### src/rtl/rh_store_cache.sv
module rh_store_cache #(
  parameter int AW    = 16,
  parameter int DW    = 32,
  parameter int IDX_W = 3
) (
  input  logic          clk,
  input  logic          rst_n,
  input  logic          flush,
  input  logic          st_en,
  input  logic [AW-1:0] st_addr,
  input  logic          st_addr_ok,
  input  logic [DW-1:0] st_data,
  input  logic          st_data_ok,
  input  logic [AW-1:0] ld_addr,
  input  logic [DW-1:0] l1_data,
  output logic          ld_hit,
  output logic [DW-1:0] ld_data,
  output logic          ld_invalid
);
  localparam int DEPTH = 1 << IDX_W;
  localparam int TW    = AW - IDX_W;

  logic [DEPTH-1:0] vld, bad;
  logic [TW-1:0]    tag_q [DEPTH];
  logic [DW-1:0]    dat_q [DEPTH];

  wire [IDX_W-1:0] st_idx = st_addr[IDX_W-1:0];
  wire [TW-1:0]    st_tag = st_addr[AW-1:IDX_W];
  wire [IDX_W-1:0] ld_idx = ld_addr[IDX_W-1:0];
  wire [TW-1:0]    ld_tag = ld_addr[AW-1:IDX_W];
  wire             st_go  = st_en & st_addr_ok & ~flush;

  always_ff @(posedge clk or negedge rst_n) begin
    if (!rst_n) begin
      vld <= '0;
      bad <= '0;
    end else if (flush) begin
      vld <= '0;
      bad <= '0;
    end else if (st_go) begin
      vld[st_idx] <= 1'b1;
      bad[st_idx] <= ~st_data_ok;
    end
  end

  always_ff @(posedge clk) begin
    if (st_go) begin
      tag_q[st_idx] <= st_tag;
      dat_q[st_idx] <= st_data;
    end
  end

  assign ld_hit     = vld[ld_idx] && (tag_q[ld_idx] == ld_tag);
  assign ld_invalid = ld_hit & bad[ld_idx];
  assign ld_data    = ld_hit ? dat_q[ld_idx] : l1_data;

  assert_flush_empties_R8: assert property (@(posedge clk) disable iff (!rst_n)
    flush |=> !ld_hit);

  assert_store_visible_R2: assert property (@(posedge clk) disable iff (!rst_n)
    (st_en && st_addr_ok && st_data_ok && !flush) |=>
      (ld_addr != $past(st_addr)) || (ld_hit && !ld_invalid && ld_data == $past(st_data)));

  assert_poison_store_R4: assert property (@(posedge clk) disable iff (!rst_n)
    (st_en && st_addr_ok && !st_data_ok && !flush) |=>
      (ld_addr != $past(st_addr)) || (ld_hit && ld_invalid));

  assert_unknown_addr_drop_R3: assert property (@(posedge clk) disable iff (!rst_n)
    (st_en && !st_addr_ok && !flush) |=> ($stable(vld) && $stable(bad)));

  assert_miss_passes_l1_R5: assert property (@(posedge clk) disable iff (!rst_n)
    flush |=> (ld_data == l1_data && !ld_invalid));
endmodule

### config.mk
export PLATFORM = sky130hd
export DESIGN_NAME = rh_store_cache
export DESIGN_NICKNAME = d
export VERILOG_FILES = /design/src/rtl/rh_store_cache.sv
export SDC_FILE = /design/constraint.sdc
export NUM_CORES = 1
export LEC_CHECK = 0
export BUFFER_PORTS_ARGS = -buffer_cell sky130_fd_sc_hd__buf_2
export CELL_PAD_IN_SITES_DETAIL_PLACEMENT = 1
export CELL_PAD_IN_SITES_GLOBAL_PLACEMENT = 1
export CORE_MARGIN = 8
export CORE_UTILIZATION = 40
export DETAILED_ROUTE_END_ITERATION = 8
export HOLD_SLACK_MARGIN = 0.02
export PLACE_DENSITY_LB_ADDON = 0.2
export REMOVE_ABC_BUFFERS = 1
export SLEW_MARGIN = 20
export SYNTH_ARGS = -nofsm -noshare
export SYNTH_HDL_FRONTEND = slang
export SYNTH_SLANG_ARGS = --single-unit
### constraint.sdc
create_clock -name clk -period 3.5 [get_ports clk]
set_clock_uncertainty 0.15 [all_clocks]
set_input_delay 0.525 -clock clk [delete_from_list [all_inputs] [get_ports clk]]
set_output_delay 0.525 -clock clk [all_outputs]
set_load 0.01 [all_outputs]
Word-level counts from Yosys, hierarchy flattened:

Memories as Yosys holds them, arrays and structs flattened.
Index checks and enable logic that the tools add are counted.

* bitwise operators: 6
* multiplexer cells: 14
* magnitude comparators: 3
* equality and inequality tests: 1
* reductions and logical operators: 3

Operator list (number)
* 2-to-1 mux 32 bit: 1
* 2-to-1 mux 8 bit: 4
* == test 13 bit: 1
* bitwise mux 8 bit: 1
* less-than comparator 3 x 4 -> 1 bit, second input constant: 2
* bitwise OR 8 bit: 1
* binary-select mux 1 bit (select 3 bit): 2
* 2-to-1 mux 1 bit: 5
* bitwise AND 1 bit: 3
* demux 1 bit (select 3 bit): 1
* >= comparator 3 x 1 -> 1 bit, second input constant: 1
* logical AND 1 bit: 2
* NOT 1 bit: 2
* nonzero test 2 bit: 1

* memories: 2
* flip-flop bits (word level): 16
* RAM bits: 360
* logic and storage cells: 31
* output and inout port bits: 34
* input bits: 102

Memory list
* dat_q: words 8, width 32, read ports 1, clocked after memory_dff 0, write ports 1, RTL line 25 `logic [DW-1:0] dat_q [DEPTH];`
* tag_q: words 8, width 13, read ports 1, clocked after memory_dff 0, write ports 1, RTL line 24 `logic [TW-1:0] tag_q [DEPTH];`

Longest topological paths before layout:

* depth after elaboration: 7
* mapped depth: 10

Least setup slack after synthesis:

Ideal clock, no wire load.

* path kind: input to register
* start point: input st_addr[1]
* end point: memory dat_q[0][0] (enable)
* arrival time: 4050 ps
* stages on the path: 2
* buffers on the path: 0
* path slack: -1206 ps
* data required time: 2844 ps
* path through: or3_1 nor3_1

RTL lines
* start, declared: RTL line 10 `input logic [AW-1:0] st_addr,`
* end, declared: RTL line 25

No word-level cell before the write port.

Worst setup path in the final report:

* start point: memory tag_q[7][12] (netlist name)
* end point: output ld_data[4]

* longest elaborated chain between the ends: 4

RTL lines
* start, declared: RTL line 24
* memory (8 x 13 bit)
* == test 13 bit: RTL line 53 `assign ld_hit = vld[ld_idx] && (tag_q[ld_idx] == ld_tag);`
* logical AND 1 bit: RTL line 53
* 2-to-1 mux 32 bit: RTL line 55 `assign ld_data = ld_hit ? dat_q[ld_idx] : l1_data;`
* end, declared: RTL line 17 `output logic [DW-1:0] ld_data,`

Every way passes these cells.

==> out/results.txt <==
status: complete, but fails checks
violated checks: setup timing
WHS Path Cells: 1
root buf cell: clkbuf_16
FP Rows: 70
f_max: 0.264 GHz
Seq/Total Area, Yosys: 75.5%
1st-pass router iterations: 4
IO Port Bufs: 135
CP Class: reg -> out
YS warnings: 0
nets: 973
critical path cell sequence: mux4_2 -> mux2i_4 -> xor2_1 -> nand4_1 -> nor4_4 -> buf_6 -> clkbuf_16 -> mux2_1 -> buf_2
clock network power share: 42.9%
total gr overflow: 0
total track usage: 15.3%
remaining antenna violation count: 0
DRT Wirelength: 34.1 mm
pre-CTS setup slack: -0.502 ns
final hold violation count: 0
post-route DRC violation count: 0
Sw Ratio: 19.9%
Setup TNS Final: -7.65 ns
initial antenna violation count: 5
Fill cells: 3311
R2R Setup Slk: 2.62 ns
synth-to-layout area growth: 21.7%
drt wl/cell: 24.9 um
Synth Area per Inst: 21.7 sq um
first-pass GRT wire length: 50.3 mm
Initial Util: 40.6%
endpoint type of the worst setup path: primary output
Power Dens Cells: 539 mW/mm^2
vias in the first global route: 8171
Vert. Die Dim: 209 um
CP max stage delay: 0.52 ns
worst hold path type: in -> reg
Clock Latency Late Sink: 0.52 ns
H-tree depth: 2
Post-Synthesis Cells: 684
Worst R2R Start: bad[4]
Post-synth EDFFs: 360
reg2reg end: bad[4]
CP max FO: 10
RSZ-0062 raised after global routing: true
Hold WS: 0.106 ns
Register Area: 0.0112 sq mm
peak supply drop: 307 uV
CORE AREA: 0.0366 sq mm
CP required: 2.82 ns
worst-case clock buffer depth: 3
endpoints failing setup: 33
fin. max-slew vios: 0
crit path from: tag_q[7][12]
Critical Path Start Type: flip-flop
Sw Pwr: 0.00194 W
CP arrival: 3.11 ns
ANT cells: 0
share of cells above drive strength 1: 43.4%
non-filler cells, final: 1371
Final HPWL DP: 19.6 mm
Worst Max-Slew Pin Slew: 0.709 ns
Worst Hold Endpoint: dat_q[2][18]
CTS tree: built
IO Count: 136
final worst slack: -0.285 ns
Die W: 209 um
Synth Register Bits: 376
Flop pwr share: 51.3%
Pleak: 6.15 nW
via density per instance: 5.31
Period minus WS final: 3.78 ns
P_int: 0.00780 W
area of the multi-input gates: 0.00362 sq mm
slowest CP cell: mux4_2
max cap viols: 0
placed cells: 1290
ys async rst share: 4.26%
Placer Congestion: 0.725
kind of cell adding the most delay to the critical path: multiplexers
Clock transition at path regs: 0.06 ns
Die ar.: 0.0435 sq mm
Cell Area, Synth: 0.0148 sq mm
R2R cell count: 2
Buf+Inv Stages, Crit Path: 3
Yosys cell types: 28
period utilization: 108%
Worst slew margin: 52.7%
ys flop type: edfxtp_1
CTS Buf Count: 41
Comb power frac: 5.7%
clock sinks: 376
via count: 7282
largest net degree at the start of global routing: 49
min-delay src: st_data[18]
Iteration-0 DRC Markers: 333
## flip-flops by register name, summed over array words and instances, names as in the netlist
register  count
dat_q       256
tag_q       104
bad           8
vld           8
## per-layer routing
layer  wire, um  part of all wire [%]  GRT usage (%)  up-vias
met5         43                  0.13              0        -
met4        845                   2.5           4.50        8
met3       1660                   4.9           3.26       69
met2      16900                    50           26.3      192
met1      14600                    43           19.3     3791
li1           -                     -              -     3222
## timing repair
item | 4_1_cts | 5_1_grt
pin swaps | 2 | 3
gates cloned | 0 | 1
endpoints found under the hold margin | 16 | 0
hold buffers | 1 | 0
resized for setup | 18 | 36
setup buffers | 4 | 0
setup endpoints to repair | 34 | 34
## logic make-up (layout without fill, tap and decap cells)
logic type             Yosys count  in the layout  share of synthesized area [%]
AND/OR/NAND/NOR                 44             44                           1.51
AO/OA/AOI/OAI                   33             33                           1.40
flip-flops                     376            376                           75.5
buffers and inverters           38            257                           1.29
XOR/XNOR                        13             13                          0.767
multiplexers                   180            180                           19.5
## worst register-to-register path: stages, from the launching register on
cell     delay, ns
dfrtp_1       0.38
o21ai_0       0.11
a21oi_1       0.10
## synth_stat cells (4+ instances only)
| master | instances | share of area [%] |
|---|---|---|
| a21oi_1 | 12 | 0.40 |
| dfrtp_1 | 16 | 2.7 |
| a221oi_1 | 7 | 0.41 |
| clkbuf_1 | 15 | 0.38 |
| nand4_1 | 4 | 0.17 |
| xor2_1 | 6 | 0.35 |
| mux2i_1 | 21 | 1.4 |
| xnor2_1 | 7 | 0.41 |
| edfxtp_1 | 360 | 73 |
| nand2_1 | 6 | 0.15 |
| nor2_1 | 18 | 0.45 |
| nor3_1 | 4 | 0.13 |
| buf_2 | 9 | 0.30 |
| o21ai_0 | 4 | 0.13 |
| mux2_2 | 54 | 4.1 |
| mux4_2 | 80 | 12 |
| inv_1 | 6 | 0.15 |
| mux2_1 | 25 | 1.9 |
| buf_6 | 5 | 0.38 |
| or3_1 | 5 | 0.21 |
| o22ai_1 | 7 | 0.29 |
## layout make-up
type | count | share of cell area [%]
tap | 468 | 3.24
clock inverter | 20 | 1.07
clock buffer | 55 | 6.20
sequential | 376 | 62.0
multi-input combinational | 270 | 20.0
inverter | 6 | 0.125
timing repair buffer | 176 | 7.30
## power groups by stage
stage          registers (W)  logic (W)  clock network [W]
6_report             0.00500   0.000559            0.00418
5_1_grt              0.00500   0.000604            0.00442
4_1_cts              0.00500   0.000547            0.00429
3_5_place_dp         0.00509   0.000525                  0
3_3_place_gp         0.00509   0.000506                  0
2_1_floorplan        0.00509   0.000231                  0
## how the worst max path moves through the flow
| stage | slack [ns] | endpoint | cells after the start |
|---|---|---|---|
| finish | -0.28 | ld_data[4] | 9 |
| global route | -0.38 | ld_data[15] | 9 |
| CTS | -0.30 | ld_data[13] | 9 |
| detailed placement | -0.50 | ld_data[13] | 10 |
| global placement | -0.40 | ld_data[29] | 10 |
| floorplan | -1.21 | dat_q[0][0] | 2 |
## metrics by stage
step                util, %  power (W)  cell area [sq um]
global placement       44.8    0.00559              16400
global route           49.4     0.0100              18100
detailed placement     44.8    0.00562              16400
finish                 49.4    0.00974              18100
CTS                    48.8    0.00983              17900
floorplan                 -    0.00532              14700
## cells in the final DEF (no fill, tap or decap), types with 2 or more instances in the layout
cell type	n
nor2_1	14
nor2_4	4
mux2i_4	3
inv_1	6
mux2_1	9
edfxtp_1	360
nand3_1	2
mux2_2	48
clkbuf_1	12
mux2_4	22
nor2b_2	2
or3_1	5
nor3_2	4
mux2i_1	18
a221oi_1	7
o21ai_0	4
xnor2_1	7
buf_12	14
a21oi_1	12
buf_2	112
buf_4	26
dfrtp_1	16
clkinv_2	4
a21o_1	3
xor2_1	6
clkbuf_16	44
clkinv_1	10
bufinv_16	4
mux4_2	80
nand2_1	6
o22ai_1	7
buf_6	22
nand4_1	4
No activity file was read; power rests on OpenSTA's default activity.
